## src/rtl/pmt_pkg.sv

```systemverilog
package pmt_pkg;

    localparam int unsigned PMT_REG_W = 32;

    typedef enum logic {
        PWR_SLEEPING = 1'b0,
        PWR_WORKING  = 1'b1
    } pwr_state_e;

    typedef struct packed {
        logic                 valid;
        logic [PMT_REG_W-1:0] data;
    } rd_rsp_t;

    // true when an increment from cur to nxt drops the watched bit
    function automatic logic bit_fell(input logic cur_bit, input logic nxt_bit);
        return cur_bit & ~nxt_bit;
    endfunction

endpackage

```

## src/rtl/pmt_sync.sv

```systemverilog
module pmt_sync #(
    parameter int unsigned STAGES = 2
) (
    input  logic clk,
    input  logic rst,
    input  logic d,
    output logic q
);
    logic [STAGES-1:0] chain;

    generate
        if (STAGES == 1) begin : g_single
            always_ff @(posedge clk) begin
                if (rst) chain <= '0;
                else     chain <= d;
            end
        end else begin : g_multi
            always_ff @(posedge clk) begin
                if (rst) chain <= '0;
                else     chain <= {chain[STAGES-2:0], d};
            end
        end
    endgenerate

    assign q = chain[STAGES-1];

endmodule

```

## src/rtl/pmt_tick_gen.sv

```systemverilog
module pmt_tick_gen #(
    parameter int unsigned DIV         = 4,
    parameter int unsigned SYNC_STAGES = 2
) (
    input  logic clk,
    input  logic rst,
    input  logic ref_raw,
    output logic tick
);
    localparam int unsigned PS_W = (DIV > 1) ? $clog2(DIV) : 1;
    localparam logic [PS_W-1:0] PS_LAST = PS_W'(DIV - 1);

    logic            ref_q;
    logic            ref_prev;
    logic            ref_rise;
    logic [PS_W-1:0] phase;

    pmt_sync #(.STAGES(SYNC_STAGES)) u_ref_sync (
        .clk (clk),
        .rst (rst),
        .d   (ref_raw),
        .q   (ref_q)
    );

    always_ff @(posedge clk) begin
        if (rst) ref_prev <= 1'b0;
        else     ref_prev <= ref_q;
    end

    assign ref_rise = ref_q & ~ref_prev;

    always_ff @(posedge clk) begin
        if (rst) begin
            phase <= '0;
        end else if (ref_rise) begin
            if (phase == PS_LAST) phase <= '0;
            else                  phase <= phase + 1'b1;
        end
    end

    assign tick = ref_rise && (phase == PS_LAST);

    // an edge detector can never report two rises back to back
    AST_TICK_SINGLE: assert property (@(posedge clk) disable iff (rst)
        tick |=> !tick) else $error("tick lasted two cycles");

endmodule

```

## src/rtl/pmt_counter.sv

```systemverilog
module pmt_counter #(
    parameter int unsigned CNT_W   = 24,
    parameter int unsigned FLAG_AT = CNT_W - 2
) (
    input  logic             clk,
    input  logic             rst,
    input  logic             adv,
    input  logic             clr,
    output logic [CNT_W-1:0] count,
    output logic             sts
);
    import pmt_pkg::*;

    logic [CNT_W-1:0] count_nxt;
    logic             fall;

    assign count_nxt = count + 1'b1;
    assign fall      = adv & bit_fell(count[FLAG_AT], count_nxt[FLAG_AT]);

    always_ff @(posedge clk) begin
        if (rst)      count <= '0;
        else if (adv) count <= count_nxt;
    end

    always_ff @(posedge clk) begin
        if (rst) sts <= 1'b0;
        else     sts <= fall | (sts & ~clr);
    end

    AST_CNT_STEP: assert property (@(posedge clk) disable iff (rst)
        1'b1 |=> (count == $past(count)) || (count == $past(count) + 1'b1))
        else $error("count jumped");

    AST_CNT_HOLD: assert property (@(posedge clk) disable iff (rst)
        !adv |=> $stable(count)) else $error("count moved while idle");

    AST_STS_SET: assert property (@(posedge clk) disable iff (rst)
        (adv && count[FLAG_AT] && !count_nxt[FLAG_AT]) |=> sts)
        else $error("flag missed a fall");

    AST_STS_KEEP: assert property (@(posedge clk) disable iff (rst)
        (sts && !clr) |=> sts) else $error("flag dropped without clear");

    AST_STS_RISE_CAUSE: assert property (@(posedge clk) disable iff (rst)
        $rose(sts) |-> $past(adv)) else $error("flag set without advance");

endmodule

```

## src/rtl/pmt_readout.sv

```systemverilog
module pmt_readout #(
    parameter int unsigned CNT_W = 24
) (
    input  logic             clk,
    input  logic             rst,
    input  logic             rd,
    input  logic [CNT_W-1:0] count,
    output pmt_pkg::rd_rsp_t rsp
);
    import pmt_pkg::*;

    always_ff @(posedge clk) begin
        if (rst) begin
            rsp <= '0;
        end else begin
            rsp.valid <= rd;
            if (rd) rsp.data <= PMT_REG_W'(count);
        end
    end

    AST_RD_UPPER: assert property (@(posedge clk) disable iff (rst)
        rsp.valid |-> (rsp.data >> CNT_W) == '0) else $error("upper bits set");

    AST_RD_HOLD: assert property (@(posedge clk) disable iff (rst)
        !rd |=> $stable(rsp.data)) else $error("read data moved");

endmodule

```

## src/rtl/pmt_timer.sv

```systemverilog
module pmt_timer #(
    parameter int unsigned CNT_W       = 24,
    parameter int unsigned DIV         = 4,
    parameter int unsigned SYNC_STAGES = 2
) (
    input  logic        clk,
    input  logic        rst,
    input  logic        ref_clk_in,
    input  logic        s0_active,
    input  logic        bus_rd,
    input  logic        bus_wr,
    input  logic        sts_clr,
    output logic [31:0] rd_data,
    output logic        rd_valid,
    output logic        tmrof_sts
);
    import pmt_pkg::*;

    localparam int unsigned FLAG_AT = CNT_W - 2;

    logic             tick;
    logic             pwr_raw;
    pwr_state_e       pwr;
    logic             adv;
    logic [CNT_W-1:0] count;
    rd_rsp_t          rsp;

    pmt_tick_gen #(.DIV(DIV), .SYNC_STAGES(SYNC_STAGES)) u_tick (
        .clk     (clk),
        .rst     (rst),
        .ref_raw (ref_clk_in),
        .tick    (tick)
    );

    pmt_sync #(.STAGES(SYNC_STAGES)) u_pwr_sync (
        .clk (clk),
        .rst (rst),
        .d   (s0_active),
        .q   (pwr_raw)
    );

    assign pwr = pwr_state_e'(pwr_raw);
    assign adv = tick && (pwr == PWR_WORKING);

    pmt_counter #(.CNT_W(CNT_W), .FLAG_AT(FLAG_AT)) u_cnt (
        .clk   (clk),
        .rst   (rst),
        .adv   (adv),
        .clr   (sts_clr),
        .count (count),
        .sts   (tmrof_sts)
    );

    pmt_readout #(.CNT_W(CNT_W)) u_rd (
        .clk   (clk),
        .rst   (rst),
        .rd    (bus_rd),
        .count (count),
        .rsp   (rsp)
    );

    assign rd_data  = rsp.data;
    assign rd_valid = rsp.valid;

    AST_WR_IGNORED: assert property (@(posedge clk) disable iff (rst)
        (bus_wr && !adv) |=> $stable(count)) else $error("write moved count");

    AST_SLEEP_FREEZE: assert property (@(posedge clk) disable iff (rst)
        (pwr == PWR_SLEEPING) |=> $stable(count)) else $error("count ran asleep");

endmodule

```

## config.mk

```make
export PLATFORM = sky130hd
export DESIGN_NAME = pmt_timer
export DESIGN_NICKNAME = d
export VERILOG_FILES = /design/src/rtl/pmt_pkg.sv /design/src/rtl/pmt_sync.sv /design/src/rtl/pmt_tick_gen.sv /design/src/rtl/pmt_counter.sv /design/src/rtl/pmt_readout.sv /design/src/rtl/pmt_timer.sv
export SDC_FILE = /design/constraint.sdc
export NUM_CORES = 1
export LEC_CHECK = 0
export BUFFER_PORTS_ARGS = -buffer_cell sky130_fd_sc_hd__buf_2
export CORE_AREA = 2 2 76 78
export CTS_BUF_LIST = sky130_fd_sc_hd__clkbuf_4
export DETAILED_ROUTE_END_ITERATION = 6
export DIE_AREA = 0 0 78 80
export PLACE_DENSITY_LB_ADDON = 0.1
export SLEW_MARGIN = 20
export SYNTH_ARGS = -nofsm -noshare
export SYNTH_HDL_FRONTEND = slang
export SYNTH_HIERARCHICAL = 1
export SYNTH_SLANG_ARGS = --single-unit
```

## constraint.sdc

```tcl
create_clock -name clk -period 3.4 [get_ports clk]
set_input_delay 0.17 -clock clk [delete_from_list [all_inputs] [get_ports clk]]
set_output_delay 0.17 -clock clk [all_outputs]
set_load 0.01 [all_outputs]
```

### After elaboration in Yosys (flattened, before gate mapping)

Cells that the tools add are included.
Widths: inputs -> output; s select.

| cells by class | value |
|---|---|
| add/subtract/negate cells | 2 |
| multiply operators | 0 |
| div/mod/pow operators | 0 |
| order comparisons | 0 |
| eq/ne operators | 1 |
| shifts and indexed selects | 0 |
| mux-type cells | 1 |
| bitwise gates (word level) | 8 |
| reduce and logical (&&, ||, !) cells | 2 |

Operator list:

| operator | number |
|---|---|
| $add 24x1->24 const B | 1 |
| $and 1x1->1 | 4 |
| $not 1->1 | 3 |
| $add 2x1->2 const B | 1 |
| $eq 2x2->1 const B | 1 |
| $logic_and 1x1->1 | 2 |
| $mux 2 | 1 |
| $or 1x1->1 | 1 |

| word-level totals | value |
|---|---|
| bits in registers | 57 |
| bits in latches | 0 |
| memory bits (writable) | 0 |
| bits in read-only memories | 0 |
| output and inout bits | 34 |
| logic and storage cells | 22 |
| memories | 0 |

### Logic depth before layout (Yosys ltp)

Gate-level depths: netlist of run 1.

| depth | value |
|---|---|
| word-level depth | 6 |
| depth in mapped cells | 9 |
| gate-level depth less buffers | 7 |

### Hierarchy

The synthesis of run 1 kept the hierarchy.

By module, submodules not included:

| module | instances | cells an instance | area each (sq um) | seq. area each (sq um) |
|---|---|---|---|---|
| pmt_counter | 1 | 135 | 1176.1 | 500.5 |
| pmt_readout | 1 | 89 | 965.9 | 500.5 |
| pmt_tick_gen | 1 | 12 | 130.1 | 60.1 |
| pmt_sync | 2 | 4 | 52.6 | 40.0 |
| pmt_timer | 1 | 1 | 6.3 | 0.0 |

### Least setup slack after synthesis of run 1

No wires, ideal clock.

| path | value |
|---|---|
| kind | reg-to-reg |
| start | reg u_tick.phase[0] |
| end | reg u_cnt.count[19] |
| library setup time | 0.070 ns |
| arrival | 2.146 ns |
| setup slack | 1.183 ns |
| stages on the path, launching flop included | 10 |
| buffers on the path | 2 |
| period minus slack after synthesis | 2.217 ns |
| cell sequence | dfxtp_1 > ha_1 > and2_1 > and2_1 > buf_4 > nand4_2 > or4_4 > buf_6 > or4_1 > a21oi_1 |

| between the ends | value |
|---|---|
| word-level cells in the longest chain between the ends | 3 |

RTL lines:

| item | line | RTL |
|---|---|---|
| start, declared | pmt_tick_gen.sv:16 | `logic [PS_W-1:0] phase;` |
| start signal, assigned | pmt_tick_gen.sv:37 | `else phase <= phase + 1'b1;` |
| $eq 2x2->1 | pmt_tick_gen.sv:41 | `assign tick = ref_rise && (phase == PS_LAST);` |
| $logic_and 1x1->1 | pmt_tick_gen.sv:41 |  |
| net tick | pmt_timer.sv:21 | `logic tick;` |
| $logic_and 1x1->1 | pmt_timer.sv:43 | `assign adv = tick && (pwr == PWR_WORKING);` |
| net adv | pmt_timer.sv:24 | `logic adv;` |
| end signal, assigned | pmt_counter.sv:22 | `else if (adv) count <= count_nxt;` |
| end, declared | pmt_counter.sv:9 | `output logic [CNT_W-1:0] count,` |

The timed path passes the listed nets, and every way through them passes these cells.
A chain may end at the register's enable or synchronous reset.

### Worst setup path after layout of run 1

| path | value |
|---|---|
| start | reg u_tick.phase[0] |
| end | reg u_cnt.count[23] |

The elaborated chain is that of the path after synthesis.

==> results.cfg, run 1 <==
[pwr]
share_comb_of_total_power_pct = 3.5
share_seq_of_total_power_pct = 62.0
power_leakage_nw = 1.086
power.density_cell_area_mw_per_mm2 = 416.2
switching_share_pct = 22.84
p_clk_share_pct = 34.5
p_sw_w = 0.0002475
internal_power_w = 0.0008362
power.ir.vdd_worst_uv = 213.3

[floorplanning]
die_area_mm2 = 0.006240
io_pins = 41
die_h_um = 80
num_rows = 27
starting_utilization_of_the_core_area_pct = 44.10
die_w_um = 78
placeableCoreArea_mm2 = 0.005405

[layout]
num_antenna_cells = 0
fin_nets = 285
layout.cells.most_common = sky130_fd_sc_hd__dfxtp_1
areaGrowthSynthToFinish_pct = 9.239
layout-drive-gt1-share_pct = 17.69
most-common-layout-cells = 57 x sky130_fd_sc_hd__dfxtp_1, 39 x sky130_fd_sc_hd__nor2_1, 31 x sky130_fd_sc_hd__buf_2
layout.filler_cells = 558

[global_routing]
grt_start_max_net_pins = 58
grt_antenna_before_repair = 0
globalRouteOverflowTotal = 0
grtUsageTotal_pct = 15.33
grt_pass1_wl_um = 7327
grt_pass1_vias = 1541

[logic_synthesis]
async_flop_share_pct = 0
post_synth_inst_count = 245
synth_top_cell_by_area = sky130_fd_sc_hd__dfxtp_1
synth_top_area_share_pct = 47.87
synth_area_leaders = sky130_fd_sc_hd__dfxtp_1 48%, sky130_fd_sc_hd__mux2i_1 12%, sky130_fd_sc_hd__nor2_1 6.1%
synth.yosys.seq_area_share_pct = 47.87
yosysWarnings = 6
yosys.cell_types.count = 36
post_synth_instance_area_mm2 = 0.002384
synth_flop_cell = sky130_fd_sc_hd__dfxtp_1
synth-seq-cells = 57
avgSynthCellArea_um2 = 9.729
synth_edf_count = 0

[timing]
timing.slew.headroom_pct = 30.99
grt_setup_unrepaired = no
hold_viol_final = 0
min_period_over_period_pct = 74.74
max_clock_freq_mhz = 393.5
final-max-slew-violation-count = 0
setup_viol = 0
worst_path_setup_slack_after_routing_ns = 0.8590
setup_tns_ns = 0
fin_worst_skew_ns = 0.005563
finalCriticalPeriod_ns = 2.541
worstMarginPinSlew_ns = 1.035

[critical_path]
worst_ep_arrival_time_ns = 2.84
cp-end-kind = flip-flop
critical_path_class = flip-flop to flip-flop
critical_path_peak_fanout = 11
cp_cell_sequence = ha_1 -> and2_1 -> and2_1 -> nand4_2 -> or4_4 -> or4_1 -> a21oi_1
timing.critical_path.required_ns = 3.70
setup.worst_path.start_class = flip-flop
cp_num_buf_inv = 0
max_stage_delay_cell_worst_path = sky130_fd_sc_hd__or4_4
crit_path_max_delay_family = simple AND/OR/NAND/NOR gates
crit_cells = 7
cp_most_frequent_cell = sky130_fd_sc_hd__and2_1
timing.critical_path.slowest_cell_delay_ns = 0.61
worst_r2r_path_depth = 7

[route]
detailed_route_via_count = 1719
drc_errors = 0
totalWireLength_um = 4265
number_of_drc_markers_after_the_initial_detailed_route_iteration = 61
routed_len_inst_um = 12.22
ant_nets = 0
drt_pre_antenna_iters = 4
detail_route.vias_per_cell = 4.926

[placement]
gp_congestion = 0.6811
post-place-ws_ns = 0.8632
dpl.hpwl_um = 2693
buffer_ports.inserted = 31

[clocking]
numClockSinks = 57
post_cts.resized_instances = 0
worst_case_clock_buffer_depth = 2
cts_root_buf = sky130_fd_sc_hd__clkbuf_4
tritoncts = built
cts-buffers-inserted = 9
insertion_delay_ns = 0.38
clock_tree.htree_level_count = 3
clk_pin_slew_ns = 0.09

[min_path]
min_path_type = primary input to flip-flop
hold_path_depth = 3

[run_status]
status = completed

[flow_run]
maxCapViolations = 0
-- state kept, by name (all words and copies together) (netlist names) --
register,flops
u_tick/phase,2
u_rd/rsp,25
u_tick/ref_prev,1
u_cnt/count,24
u_cnt/sts,1
u_pwr_sync/chain,2
u_tick/u_ref_sync/chain,2
-- through the flow --
step	total power, W	utilization [%]	hold WS [ns]	cells	instance area [um2]
floorplan	0.0007294	-	0.2416	252	2410
global placement	0.0007249	46.11	0.3788	334	2492
detailed placement	0.0007252	46.11	0.3837	334	2492
CTS	0.001108	48.17	0.01356	349	2604
global route	0.001139	48.17	0.03882	349	2604
finish	0.001084	48.17	0.05053	349	2604
-- layer usage --
metal	GRT usage [%]	routed length, um	vias to the layer above
li1	-	-	887
met1	20.44	2172	788
met2	21.72	1840	36
met3	3.733	159	8
met4	10.53	92	0
met5	0	0	-
-- cell families (layout without fill, tap and decap cells) --
logic type      count (synthesis)  after routing  synth area share (%)
mux                            28             28                 11.76
xor+xnor                       10             10                 3.675
flops                          57             57                 47.87
fa+ha+maj                       3              3                 1.575
other cells                     1              8                0.1573
compound gates                 24             24                 5.459
buf+inv                        25             50                 7.454
simple gates                   97             97                 22.05
-- path summary, 6_finish.rpt --
path	start	end	slack (ns)
worst max-delay path	u_tick/phase[0]	u_cnt/count[23]	0.86
worst min-delay path	sts_clr	u_cnt/sts	0.05
worst min register to register	u_tick/u_ref_sync/chain[0]	u_tick/u_ref_sync/chain[1]	0.44
worst max register to register	u_tick/phase[0]	u_cnt/count[23]	0.86
-- synth_stat cells (4+ instances only) --
cell / number
sky130_fd_sc_hd__dfxtp_1: 57
sky130_fd_sc_hd__nor2_1: 39
sky130_fd_sc_hd__mux2i_1: 28
sky130_fd_sc_hd__a21oi_1: 13
sky130_fd_sc_hd__nand2_1: 12
sky130_fd_sc_hd__buf_4: 9
sky130_fd_sc_hd__nand3_1: 8
sky130_fd_sc_hd__o21ai_0: 7
sky130_fd_sc_hd__xnor2_1: 7
sky130_fd_sc_hd__clkbuf_1: 6
sky130_fd_sc_hd__nor2b_1: 6
sky130_fd_sc_hd__and4_1: 4
sky130_fd_sc_hd__inv_1: 4
sky130_fd_sc_hd__o31ai_1: 4
sky130_fd_sc_hd__or3_1: 4
sky130_fd_sc_hd__or4_1: 4
-- worst register-to-register path: cells and delay by family (launching register included) --
family,cells,cell delay [ns]
DFF,1,0.37
and+or+nand+nor,5,1.79
AOI/OAI and AO/OA,1,0.15
adders and majority gates,1,0.17
-- repair_timing --
item	CTS	global route
hold buffers	2	0
endpoints found under the hold margin	2	0
setup buffers	0	0
-- power by group through the flow --
stage / Clock [W] / Combinational [W] / Sequential [W]
detailed placement: 0 / 0.0000372 / 0.000688
CTS: 0.000397 / 0.0000389 / 0.000672
finish: 0.000373 / 0.0000379 / 0.000672
global placement: 0 / 0.0000371 / 0.000688
global route: 0.000424 / 0.0000421 / 0.000673
floorplan: 0 / 0.0000413 / 0.000688
-- layout make-up --
type | count | area, um2 | share of cell area (%)
clock buffer | 11 | 82.58 | 3.172
sequential | 57 | 1141 | 43.82
timing repair buffer | 33 | 175.2 | 6.728
inverter | 4 | 15.01 | 0.5766
clock inverter | 2 | 8.758 | 0.3364
multi-input combinational | 170 | 1091 | 41.90
tap | 72 | 90.09 | 3.460
(Power assumes the default switching activity.)
==> inputs of run 2 (changes only) <==
==> constraint.sdc (replaced) <==
create_clock -name clk -period 2.4 [get_ports clk]
set_input_delay 0.12 -clock clk [delete_from_list [all_inputs] [get_ports clk]]
set_output_delay 0.12 -clock clk [all_outputs]
set_load 0.01 [all_outputs]
==> run 2 against run 1 <==
Net effect: final cell count up 1.4%; fmax up 16%; global-route usage up 0.43 points; clock skew up 0.012 ns; total power up 42%; via count down 0.17%; non-clock buffer count up 5; sequential cell count unchanged; die area unchanged; combinational power up 49%; highest routed layer unchanged.
==> results.cfg, run 2 (synthesized netlist as in run 1, its figures left out) <==
[run_status]
status = completed

[floorplanning]
starting_utilization_of_the_core_area_pct = 44.10
io_pins = 41
die_w_um = 78
die_area_mm2 = 0.006240
num_rows = 27
die_h_um = 80
placeableCoreArea_mm2 = 0.005405

[flow_run]
maxCapViolations = 0

[global_routing]
grtUsageTotal_pct = 15.75
grt_pass1_wl_um = 7548
groute.layer.met1.usage_pct = 19.92
globalRoute.busiestLayer = met2
met3_usage_pct = 4.186
grt_antenna_before_repair = 0
grt_start_max_net_pins = 37
use_met2_pct = 23.79
globalRouteOverflowTotal = 0
grt_pass1_vias = 1606

[timing]
timing.slew.headroom_pct = 50.33
max_clock_freq_mhz = 456.7
grt_setup_unrepaired = no
worstMarginPinSlew_ns = 0.7451
fin_worst_skew_ns = 0.01718
setup_viol = 0
finalCriticalPeriod_ns = 2.190
final-max-slew-violation-count = 0
hold_viol_final = 0
setup_tns_ns = 0
hold_slack_ns = 0.1257
min_period_over_period_pct = 91.24

[clocking]
cts_root_buf = sky130_fd_sc_hd__clkbuf_4
postCtsSetupBuffers = 0
numClockSinks = 57
worst_case_clock_buffer_depth = 2
cts-buffers-inserted = 9
clock_tree.htree_level_count = 3
post_cts.resized_instances = 0
insertion_delay_ns = 0.39
tritoncts = built
ctsHoldBuffers = 3
clk_pin_slew_ns = 0.09

[critical_path]
cp-end-kind = flip-flop
worst_ep_arrival_time_ns = 2.52
critical_path_peak_fanout = 11
setup.worst_path.start_class = flip-flop
timing.critical_path.required_ns = 2.73
critical_path_class = flip-flop to flip-flop

[layout]
largest_register_ff_count = 25
layout-drive-gt1-share_pct = 18.79
areaGrowthSynthToFinish_pct = 10.92
most-common-layout-cells = 57 x sky130_fd_sc_hd__dfxtp_1, 39 x sky130_fd_sc_hd__nor2_1, 31 x sky130_fd_sc_hd__buf_2
fin_nets = 290
reg_top3 = u_rd/rsp (25), u_cnt/count (24)
finish.cell_count_without_fillers = 354
num_antenna_cells = 0
registers.top_by_ff_count = u_rd/rsp
layout.cells.most_common = sky130_fd_sc_hd__dfxtp_1

[placement]
dpl.hpwl_um = 2869
buffer_ports.inserted = 31
gp_congestion = 0.7487
placed_cells_incl_taps = 338

[route]
number_of_drc_markers_after_the_initial_detailed_route_iteration = 72
routed_len_inst_um = 12.17
totalWireLength_um = 4309
ant_nets = 0
detailed_route_via_count = 1716
drt_pre_antenna_iters = 4
detail_route.vias_per_cell = 4.847
drc_errors = 0

[pwr]
power.ir.vdd_worst_uv = 362.0
switching_share_pct = 22.65
power.density_cell_area_mw_per_mm2 = 580.1
p_sw_w = 0.0003474
p_clk_share_pct = 34.2
share_comb_of_total_power_pct = 3.7
power_leakage_nw = 1.109
share_seq_of_total_power_pct = 62.1
internal_power_w = 0.001186

[min_path]
min_path_type = primary input to flip-flop
[run 2: cell types whose count changed in the layout (fill, tap and decap cells not counted), sizes merged]
cell | before | now
buf | 31 | 35
dlygate4sd3 | 2 | 3
[run 2: layer usage]
metal	up-vias	routed length [um]
met5	-	0
met4	0	114
met3	11	157
met2	32	1872
met1	779	2165
li1	894	-
[run 2: path summary, 6_finish.rpt]
| path | startpoint | end | slack, ns | depth (start not counted) |
|---|---|---|---|---|
| max reg2reg | u_tick/u_ref_sync/chain[1] | u_cnt/count[23] | 0.21 | 7 |
| min | rst | u_rd/rsp[18] | 0.13 | 2 |
| max | u_tick/u_ref_sync/chain[1] | u_cnt/count[23] | 0.21 | 7 |
| min reg2reg | u_pwr_sync/chain[0] | u_pwr_sync/chain[1] | 0.44 | 1 |
[run 2: critical path: stages (launching register included)]
cell	delay [ns]
sky130_fd_sc_hd__dfxtp_1	0.35
sky130_fd_sc_hd__nor2b_4	0.18
sky130_fd_sc_hd__and2_1	0.13
sky130_fd_sc_hd__and2_1	0.18
sky130_fd_sc_hd__nand4_2	0.10
sky130_fd_sc_hd__or4_4	0.57
sky130_fd_sc_hd__or4_1	0.48
sky130_fd_sc_hd__a21oi_1	0.14
[run 2: through the flow]
stage | setup slack, ns | area, um2 | total power (W) | util, %
floorplan | 0.1834 | 2410 | 0.001033 | -
global placement | 0.2592 | 2522 | 0.001028 | 46.67
detailed placement | 0.2108 | 2522 | 0.001029 | 46.67
CTS | 0.1770 | 2644 | 0.001559 | 48.91
global route | 0.04795 | 2644 | 0.001607 | 48.91
finish | 0.2101 | 2644 | 0.001534 | 48.91
[run 2: final cells by class]
type                    count  area [um2]
inverters                   4       15.01
multi-input cells         170        1091
clock inverters             2       8.758
well taps                  72       90.09
clock buffers              11       82.58
flip-flops and latches     57        1141
repair buffers             38       215.2
fillers                   535        2761
[run 2: power groups by stage]
stage / clock network (W) / registers, W / logic [W]
floorplan: 0 / 0.000975 / 0.0000585
global placement: 0 / 0.000974 / 0.0000537
detailed placement: 0 / 0.000975 / 0.0000540
CTS: 0.000549 / 0.000953 / 0.0000578
global route: 0.000591 / 0.000953 / 0.0000629
finish: 0.000525 / 0.000952 / 0.0000566
